## src/rtl/lig_pkg.sv

```systemverilog
package lig_pkg;

  localparam int unsigned LIG_GATES_DEF = 4;
  localparam int unsigned LIG_SRCS_DEF  = 4;

  typedef enum logic {
    CFG_ENABLES   = 1'b0,
    CFG_INVERSION = 1'b1
  } cfg_addr_e;

endpackage

```

## src/rtl/lig_cfg_regs.sv

```systemverilog
module lig_cfg_regs #(
  parameter int unsigned N_GATES = 4,
  parameter int unsigned SEL_W   = 32
) (
  input  logic               clk,
  input  logic               rst_n,
  input  logic               we,
  input  logic               addr,
  input  logic [SEL_W-1:0]   wdata,
  output logic [SEL_W-1:0]   sel_q,
  output logic [N_GATES-1:0] pol_q
);
  import lig_pkg::*;

  logic sel_wr_evt;
  logic pol_wr_evt;

  assign sel_wr_evt = we && (cfg_addr_e'(addr) == CFG_ENABLES);
  assign pol_wr_evt = we && (cfg_addr_e'(addr) == CFG_INVERSION);

  always_ff @(posedge clk or negedge rst_n) begin
    if (!rst_n) begin
      sel_q <= '0;
    end else if (sel_wr_evt) begin
      sel_q <= wdata;
    end
  end

  always_ff @(posedge clk or negedge rst_n) begin
    if (!rst_n) begin
      pol_q <= '0;
    end else if (pol_wr_evt) begin
      pol_q <= wdata[N_GATES-1:0];
    end
  end

  // enable write lands on the next edge and leaves inversion alone
  p_sel_write_r7: assert property (@(posedge clk) disable iff (!rst_n)
    sel_wr_evt |=> (sel_q == $past(wdata)) && $stable(pol_q));

  // inversion write takes only the low bits and leaves enables alone
  p_pol_write_r7: assert property (@(posedge clk) disable iff (!rst_n)
    pol_wr_evt |=> (pol_q == $past(wdata[N_GATES-1:0])) && $stable(sel_q));

  // without a strobe both registers hold
  p_hold_r7: assert property (@(posedge clk) disable iff (!rst_n)
    !we |=> $stable(sel_q) && $stable(pol_q));

endmodule

```

## src/rtl/lig_gate.sv

```systemverilog
module lig_gate #(
  parameter int unsigned N_SRC = 4,
  localparam int unsigned CAND_W = 2 * N_SRC
) (
  input  logic [N_SRC-1:0]  d,
  input  logic [CAND_W-1:0] en,
  input  logic              inv,
  output logic              raw_or,
  output logic              y
);

  // Interleave complement (even position) and true (odd position) per source
  function automatic logic [CAND_W-1:0] make_candidates(input logic [N_SRC-1:0] src);
    logic [CAND_W-1:0] c;
    for (int k = 0; k < int'(N_SRC); k++) begin
      c[2*k]   = ~src[k];
      c[2*k+1] =  src[k];
    end
    return c;
  endfunction

  logic [CAND_W-1:0] cand;
  logic [CAND_W-1:0] picked;

  assign cand   = make_candidates(d);
  assign picked = cand & en;
  assign raw_or = |picked;
  assign y      = raw_or ^ inv;

endmodule

```

## src/rtl/lig_input_gates.sv

```systemverilog
module lig_input_gates #(
  parameter int unsigned N_GATES = lig_pkg::LIG_GATES_DEF,
  parameter int unsigned N_SRC   = lig_pkg::LIG_SRCS_DEF,
  localparam int unsigned CAND_W = 2 * N_SRC,
  localparam int unsigned SEL_W  = N_GATES * CAND_W
) (
  input  logic               clk,
  input  logic               rst_n,
  input  logic               cfg_we,
  input  logic               cfg_addr,
  input  logic [SEL_W-1:0]   cfg_wdata,
  input  logic [N_SRC-1:0]   data_in,
  output logic [N_GATES-1:0] gate_out
);

  function automatic logic [CAND_W-1:0] parity_mask(input bit odd);
    logic [CAND_W-1:0] m;
    for (int i = 0; i < int'(CAND_W); i++) begin
      m[i] = ((i % 2) == 1) == odd;
    end
    return m;
  endfunction

  localparam logic [CAND_W-1:0] TRUE_ONLY  = parity_mask(1'b1);
  localparam logic [CAND_W-1:0] COMPL_ONLY = parity_mask(1'b0);

  logic [SEL_W-1:0]   sel_q;
  logic [N_GATES-1:0] pol_q;
  logic [N_GATES-1:0] raw_or;

  lig_cfg_regs #(
    .N_GATES (N_GATES),
    .SEL_W   (SEL_W)
  ) u_regs (
    .clk   (clk),
    .rst_n (rst_n),
    .we    (cfg_we),
    .addr  (cfg_addr),
    .wdata (cfg_wdata),
    .sel_q (sel_q),
    .pol_q (pol_q)
  );

  for (genvar g = 0; g < int'(N_GATES); g++) begin : g_gate
    logic [CAND_W-1:0] en_byte;
    assign en_byte = sel_q[g*CAND_W +: CAND_W];

    lig_gate #(
      .N_SRC (N_SRC)
    ) u_gate (
      .d      (data_in),
      .en     (en_byte),
      .inv    (pol_q[g]),
      .raw_or (raw_or[g]),
      .y      (gate_out[g])
    );

    // nothing enabled gives the inversion bit as a constant
    p_const_level_r4: assert property (@(posedge clk) disable iff (!rst_n)
      (en_byte == '0) |-> (gate_out[g] == pol_q[g]));

    // true-only enables without inversion give OR of the data
    p_or_pattern_r5: assert property (@(posedge clk) disable iff (!rst_n)
      (en_byte == TRUE_ONLY && !pol_q[g]) |-> (gate_out[g] == (|data_in)));

    // complement-only enables with inversion give AND of the data
    p_and_pattern_r6: assert property (@(posedge clk) disable iff (!rst_n)
      (en_byte == COMPL_ONLY && pol_q[g]) |-> (gate_out[g] == (&data_in)));

    // any hit in the OR with inversion clear drives a 1
    p_hit_drives_r3: assert property (@(posedge clk) disable iff (!rst_n)
      (raw_or[g] && !pol_q[g]) |-> gate_out[g]);
  end

endmodule

```

## config.mk

```make
export PLATFORM = sky130hd
export DESIGN_NAME = lig_input_gates
export DESIGN_NICKNAME = d
export VERILOG_FILES = /design/src/rtl/lig_pkg.sv /design/src/rtl/lig_cfg_regs.sv /design/src/rtl/lig_gate.sv /design/src/rtl/lig_input_gates.sv
export SDC_FILE = /design/constraint.sdc
export NUM_CORES = 1
export LEC_CHECK = 0
export BUFFER_PORTS_ARGS = -buffer_cell sky130_fd_sc_hd__buf_2
export CORE_MARGIN = 5
export CORE_UTILIZATION = 38
export CTS_BUF_LIST = sky130_fd_sc_hd__clkbuf_2 sky130_fd_sc_hd__clkbuf_4 sky130_fd_sc_hd__clkbuf_8
export DETAILED_ROUTE_END_ITERATION = 10
export GPL_TIMING_DRIVEN = 0
export PLACE_DENSITY = 0.64
export RECOVER_POWER = 25
export SYNTH_ARGS = -nofsm -noshare
export SYNTH_HDL_FRONTEND = slang
export SYNTH_HIERARCHICAL = 1
export SYNTH_SLANG_ARGS = --single-unit
```

## constraint.sdc

```tcl
create_clock -name clk -period 0.8 [get_ports clk]
set_input_delay 0 -clock clk [delete_from_list [all_inputs] [get_ports clk]]
set_output_delay 0 -clock clk [all_outputs]
set_load 0.03 [all_outputs]
```

==> results of run 1 <==
[critical path: stages, from the launching register on]
cell,delay (ps)
dfrtp_1,390
mux2i_1,170
nand4_1,170
xor2_2,180
buf_6,140
[per-stage QoR]
| stage | TNS, ps | setup slack, ps | instances | instance area (sq um) |
|---|---|---|---|---|
| finish | -2583 | -531.0 | 243 | 2552 |
| floorplan | -669.9 | -167.5 | 102 | 1758 |
| global route | -3081 | -607.4 | 243 | 2552 |
| global placement | -5163 | -224.3 | 197 | 2038 |
| detailed placement | -5572 | -264.1 | 197 | 2038 |
| CTS | -2496 | -536.1 | 242 | 2530 |
[synth_stat cells, drive strengths merged]
cell	instances
dfrtp	36
mux2	36
mux2i	16
buf	4
nand4	4
xor2	4
nand2	1
nor2b	1
[what timing repair did]
item | 4_1_cts | 5_1_grt
gates resized for setup | 11 | 5
buffers inserted | 5 | 5
endpoints found under the setup margin | 6 | 14
pin swaps | 4 | 1
hold endpoints to repair | 72 | 36
[final cells by class]
type                            count  area, sq um
Buffer                              4        71.32
Clock buffer                        8        97.59
Fill cell                         354         1832
Multi-Input combinational cell     62        800.8
Sequential cell                    36        900.9
Tap cell                           52        65.06
Timing Repair Buffer               81        616.8
[state kept, by name (all words and copies together), names as in the netlist]
register	count
u_regs/pol_q	4
u_regs/sel_q	32
[cell families after synthesis]
group | share of synthesized area (%)
XOR/XNOR | 2.027
buffers and inverters | 4.128
AND/OR/NAND/NOR | 2.461
flip-flops | 52.14
multiplexers | 39.25
[routing by layer]
| layer | GRT usage (%) | vias to the layer above |
|---|---|---|
| met5 | 0 | - |
| li1 | - | 537 |
| met2 | 25.42 | 23 |
| met4 | 8.247 | 0 |
| met1 | 16.36 | 575 |
| met3 | 2.546 | 8 |
[how the worst min path moves through the flow]
stage	endpoint	from	depth (start not counted)	slack [ps]
after floorplan	u_regs/pol_q[0]	rst_n	0	-300
final	u_regs/sel_q[25]	rst_n	1	-180
after detailed placement	u_regs/sel_q[25]	rst_n	1	120
after global routing	u_regs/sel_q[25]	rst_n	1	-120
after global placement	u_regs/sel_q[25]	rst_n	1	110
after CTS	u_regs/sel_q[25]	rst_n	1	-190
[power breakdown]
part | internal, mW | leakage, nW | switching (mW)
clock | 0.770 | 0.0523 | 0.617
combinational | 0.837 | 0.770 | 0.475
sequential | 2.09 | 0.422 | 0.176
==> results by group, run 1 <==
Status
  • Run status: finished, violations left
  • Failing checks: hold timing, setup timing

GRT
  • GRT Util Overall: 14.45%
  • Vias in the first global route: 1320
  • Largest net degree at the start of global routing: 37
  • GR Overflow Total: 0
  • First-pass GRT wire length: 6.672 mm
  • Initial antenna violation count: 0

Timing
  • Setup ws final: -531.0 ps
  • Tmin final: 1331 ps
  • Relative slew slack: 41.16%
  • RSZ-0062 raised after global routing: true
  • Layout Skew: 0 ps
  • Final Cycle Share: 166.4%
  • Final setup fails: 10
  • Slew Viols, Final: 0
  • Slew @ Worst Pin: 882.6 ps
  • Fmax: 0.7513 GHz
  • Final Hold Fails: 36
  • WHS: -183.3 ps

Layout
  • Commonest non-fill, non-tap cells in the layout: buf_2, dfrtp_1, mux2_4
  • Most common cell after layout, fill and taps aside: buf_2
  • Fin util: 58.22%
  • Nets: 230
  • Area grow syn2layout: 47.72%
  • Diode count: 0
  • Layout cells sized above 1: 53.40%

Worst setup path
  • CP Capture Type: primary output
  • Critical path class: reg2out
  • R2R depth: 2
  • Reg2reg end: u_regs/pol_q[3]
  • Arr. time, crit path: 1330 ps
  • CP Max Fanout: 2
  • R2R Setup Slk: -130 ps
  • Reg2reg start: u_regs/pol_q[3]
  • Worst setup SP type: register
  • Worst EP required: 800 ps
  • End point of the critical path: gate_out[3]
  • Setup crit start: u_regs/sel_q[27]

Clocking
  • CTS H-tree lvls: 2
  • Clk pin slew, worst setup/hold paths: 70 ps
  • Worst-Skew Late Latency: 280 ps
  • Hold buffers post-CTS: 32
  • Max Root-Sink Buffers: 2
  • CTS tree: built
  • CTS Buf Count: 5
  • Clock Sinks: 36
  • Clock Root Buffer: clkbuf_8

Drt
  • Vias/cell: 4.704
  • Metal3 WL: 125 microns
  • Final antenna-violating net count: 0
  • Remaining DRCs: 0
  • M1 WL: 1.612 mm
  • Pre-antenna DRT Iters: 4
  • Initial drt markers: 31
  • Drt wl/cell: 16.44 microns
  • Max Used Layer: met4
  • Met2 wire length: 2.144 mm
  • Total Wirelength: 3.996 mm
  • Vias after detailed routing: 1143

Placement
  • Post-DP HPWL: 2.599 mm
  • Final Wtd Congestion: 0.7606
  • PortBufs: 43

Synth
  • Post-Synthesis Cell Area: 1728 sq um
  • Cells after Synth: 102
  • Cell accounting for the most synthesized area: dfrtp_1
  • Yosys top cell area share: 52.14%
  • Syn Area/Cell: 16.94 sq um
  • Ys Warns: 6
  • Seq/Total Area, Yosys: 52.14%
  • FF+latch count, synth: 36
  • Synth Net Count: 142
  • Ranking of synthesized cells by area: dfrtp_1, mux2_4, mux2i_1, mux2_2, buf_12
  • Yosys cell types: 10

Pwr
  • VDD IR max: 0.8904 mV
  • Leakage: 1.245 nW
  • Cell Pwr Density: 1945 nW/um^2
  • Power Total: 4.965 mW

Floorplanning
  • Die height: 77.43 microns
  • Num ports: 44
  • Rows: 24
  • Die Span X: 77.43 microns
  • Starting Density: 39.41%
  • Full die area: 5995 sq um
  • Core area: 4384 sq um

Min path
  • HP Class: in2async

Flow run
  • Max-Cap Viols: 0
Note: power is estimated with default switching activity, not from simulation.
==> run 2, diff against run 1 <==
--- a/config.mk
+++ b/config.mk
@@ -11,7 +11,7 @@
 export CTS_BUF_LIST = sky130_fd_sc_hd__clkbuf_2 sky130_fd_sc_hd__clkbuf_4 sky130_fd_sc_hd__clkbuf_8
 export DETAILED_ROUTE_END_ITERATION = 10
 export GPL_TIMING_DRIVEN = 0
-export PLACE_DENSITY = 0.64
+export PLACE_DENSITY = 0.68
 export RECOVER_POWER = 25
 export SYNTH_ARGS = -nofsm -noshare
 export SYNTH_HDL_FRONTEND = slang
==> results by group, run 2 (synthesis gave the netlist of run 1 again) <==
Clocking
  • Clock Root Buffer: clkbuf_8 (unchanged)
  • Worst-Skew Late Latency: 280 ps (about the same)
  • CTS tree: built (unchanged)
  • Clk pin slew, worst setup/hold paths: 70 ps (about the same)
  • CTS Buf Count: 5 (unchanged)
  • CTS H-tree lvls: 2 (unchanged)
  • Hold buffers post-CTS: 32 (unchanged)
  • Max Root-Sink Buffers: 2 (unchanged)
  • Clock Sinks: 36 (unchanged)

Floorplanning
  • Die Span X: 77.43 microns (unchanged)
  • Rows: 24 (unchanged)
  • Core area: 4384 sq um (unchanged)
  • Full die area: 5995 sq um (unchanged)
  • Num ports: 44 (unchanged)
  • Die height: 77.43 microns (unchanged)
  • Starting Density: 39.41% (unchanged)

Layout
  • Largest register FFs: 32 (unchanged)
  • Most common cell after layout, fill and taps aside: buf_2 (unchanged)
  • Multi-input gate area: 797.0 sq um (was 800.8 sq um)
  • Most flops, register: u_regs/sel_q (unchanged)
  • Biggest regs: u_regs/sel_q (32), u_regs/pol_q (4) (unchanged)
  • Sequential cell area: 900.9 sq um (unchanged)
  • Filler Cell Count: 332 (was 354)
  • Area grow syn2layout: 47.86% (was 47.72%)
  • Final Non-Filler Cells: 244 (was 243)
  • Layout cells sized above 1: 53.65% (was 53.40%)
  • Nets: 231 (was 230)
  • Commonest non-fill, non-tap cells in the layout: buf_2, dfrtp_1, mux2_4 (unchanged)
  • Diode count: 0 (unchanged)

Timing
  • Final Hold Fails: 36 (unchanged)
  • WHS: -185.2 ps (was -183.3 ps)
  • Final Cycle Share: 167.1% (was 166.4%)
  • Setup TNS: -2653 ps (was -2583 ps)
  • Slew @ Worst Pin: 859.0 ps (was 882.6 ps)
  • Slew Viols, Final: 0 (unchanged)
  • RSZ-0062 raised after global routing: true (unchanged)
  • Final setup fails: 11 (was 10)
  • Setup ws final: -536.6 ps (was -531.0 ps)
  • Tmin final: 1337 ps (was 1331 ps)
  • Fmax: 0.7482 GHz (was 0.7513 GHz)
  • Relative slew slack: 42.73% (was 41.16%)
  • Layout Skew: 0 ps (unchanged)

Pwr
  • Leakage: 1.244 nW (was 1.245 nW)
  • Sw frac: 26.08% (was 25.52%)
  • Cell Pwr Density: 1918 nW/um^2 (was 1945 nW/um^2)
  • Combinational power share: 26.9% (was 26.4%)
  • VDD IR max: 0.8289 mV (was 0.8904 mV)
  • P_sw: 1.278 mW (was 1.267 mW)
  • Int Power: 3.623 mW (was 3.698 mW)
  • Clock share of power: 26.9% (was 27.9%)
  • Flop pwr share: 46.2% (was 45.6%)

GRT
  • Largest net degree at the start of global routing: 37 (unchanged)
  • GR Overflow Total: 0 (unchanged)
  • First-pass GRT wire length: 6.534 mm (was 6.672 mm)
  • Vias in the first global route: 1324 (was 1320)
  • Initial antenna violation count: 0 (unchanged)
  • GRT Util Overall: 13.86% (was 14.45%)

Status
  • Run status: finished, violations left (unchanged)
  • Failing checks: hold timing, setup timing (unchanged)

Drt
  • Drt wl/cell: 15.65 microns (was 16.44 microns)
  • Initial drt markers: 70 (was 31)
  • Pre-antenna DRT Iters: 2 (was 4)
  • Final antenna-violating net count: 0 (unchanged)
  • Remaining DRCs: 0 (unchanged)
  • Vias/cell: 4.725 (was 4.704)
  • Total Wirelength: 3.819 mm (was 3.996 mm)
  • Vias after detailed routing: 1153 (was 1143)

Worst setup path
  • R2R depth: 2 (unchanged)
  • Crit path cell chain: mux2i_1, nand4_1, xor2_2, buf_6 (unchanged)
  • Worst EP required: 800 ps (about the same)
  • Reg2reg end: u_regs/sel_q[7] (was u_regs/pol_q[3])
  • Arr. time, crit path: 1340 ps (was 1330 ps)
  • CP Max Fanout: 2 (unchanged)
  • Critical Path Slowest Stage Cell: dfrtp_1 (unchanged)
  • Reg2reg start: u_regs/sel_q[7] (was u_regs/pol_q[3])
  • CP Capture Type: primary output (unchanged)
  • R2R Setup Slk: -100 ps (was -130 ps)
  • Worst setup SP type: register (unchanged)
  • Critical path class: reg2out (unchanged)
  • CP max stage delay: 400 ps (was 390 ps)

Flow run
  • Max-Cap Viols: 0 (unchanged)

Placement
  • DP Cell Count: 197 (unchanged)
  • Final Wtd Congestion: 0.7263 (was 0.7606)
  • Post-DP HPWL: 2.790 mm (was 2.599 mm)
  • PortBufs: 43 (unchanged)

Min path
  • HP Class: in2async (unchanged)
## run 2: changes by cell type in the layout (fill, tap and decap cells not counted), sizes merged
cell / previous run / this run
clkbuf: 9 / 7
clkinv: 0 / 2
buf: 52 / 53
## run 2: worst max-delay path by stage
| stage | from | to |
|---|---|---|
| 2_1_floorplan | u_regs/sel_q[1] | gate_out[0] |
| 3_3_place_gp | u_regs/sel_q[7] | gate_out[0] |
| 3_5_place_dp | u_regs/sel_q[7] | gate_out[0] |
| 4_1_cts | u_regs/sel_q[27] | gate_out[3] |
| 5_1_grt | u_regs/sel_q[7] | gate_out[0] |
| 6_report | u_regs/sel_q[6] | gate_out[0] |
## run 2: layer usage
metal | GRT usage (%) | routed length (microns)
met5 | 0 | 0
met4 | 5.842 | 79
met3 | 3.935 | 145
met2 | 22.56 | 1996
met1 | 17.23 | 1597
## run 2: per-stage QoR
step / instance area, sq um / power [mW] / hold slack [ps] / utilization [%] / setup slack, ps
global placement: 2038 / 3.268 / 102.4 / 46.49 / -228.3
floorplan: 1758 / 2.979 / -295.6 / - / -167.5
finish: 2555 / 4.901 / -185.2 / 58.28 / -536.6
detailed placement: 2038 / 3.323 / 125.0 / 46.49 / -261.8
global route: 2555 / 5.160 / -122.2 / 58.28 / -645.7
CTS: 2536 / 4.928 / -190.5 / 57.85 / -522.8
## run 2: area by class of cell
cell class	count	share of cell area (%)
plain buffers	4	2.791
clock buffers	6	3.232
clock inverters	2	0.3918
multi-input cells	62	31.19
flip-flops and latches	36	35.26
well taps	52	2.547
repair buffers	82	24.58
## run 2: power by group through the flow
stage,clock [mW],combinational [mW],sequential [mW]
after CTS,1.35,1.32,2.26
after floorplan,0,0.739,2.24
after detailed placement,0,1.03,2.30
after global placement,0,0.987,2.28
after global routing,1.45,1.41,2.30
final,1.32,1.32,2.27
## run 2: repair_timing
item                       4_1_cts  5_1_grt
buffers inserted                 7        2
pin swaps                        4        2
setup endpoints to repair        6       15
hold endpoints to repair        72       36
resized for setup               10        5
## run 2: critical path: cells and delay by family, from the launching register on
family        cells  cell delay, ps
flops             1             400
simple gates      1             160
mux               1             160
buf+inv           1             150
xor+xnor          1             180
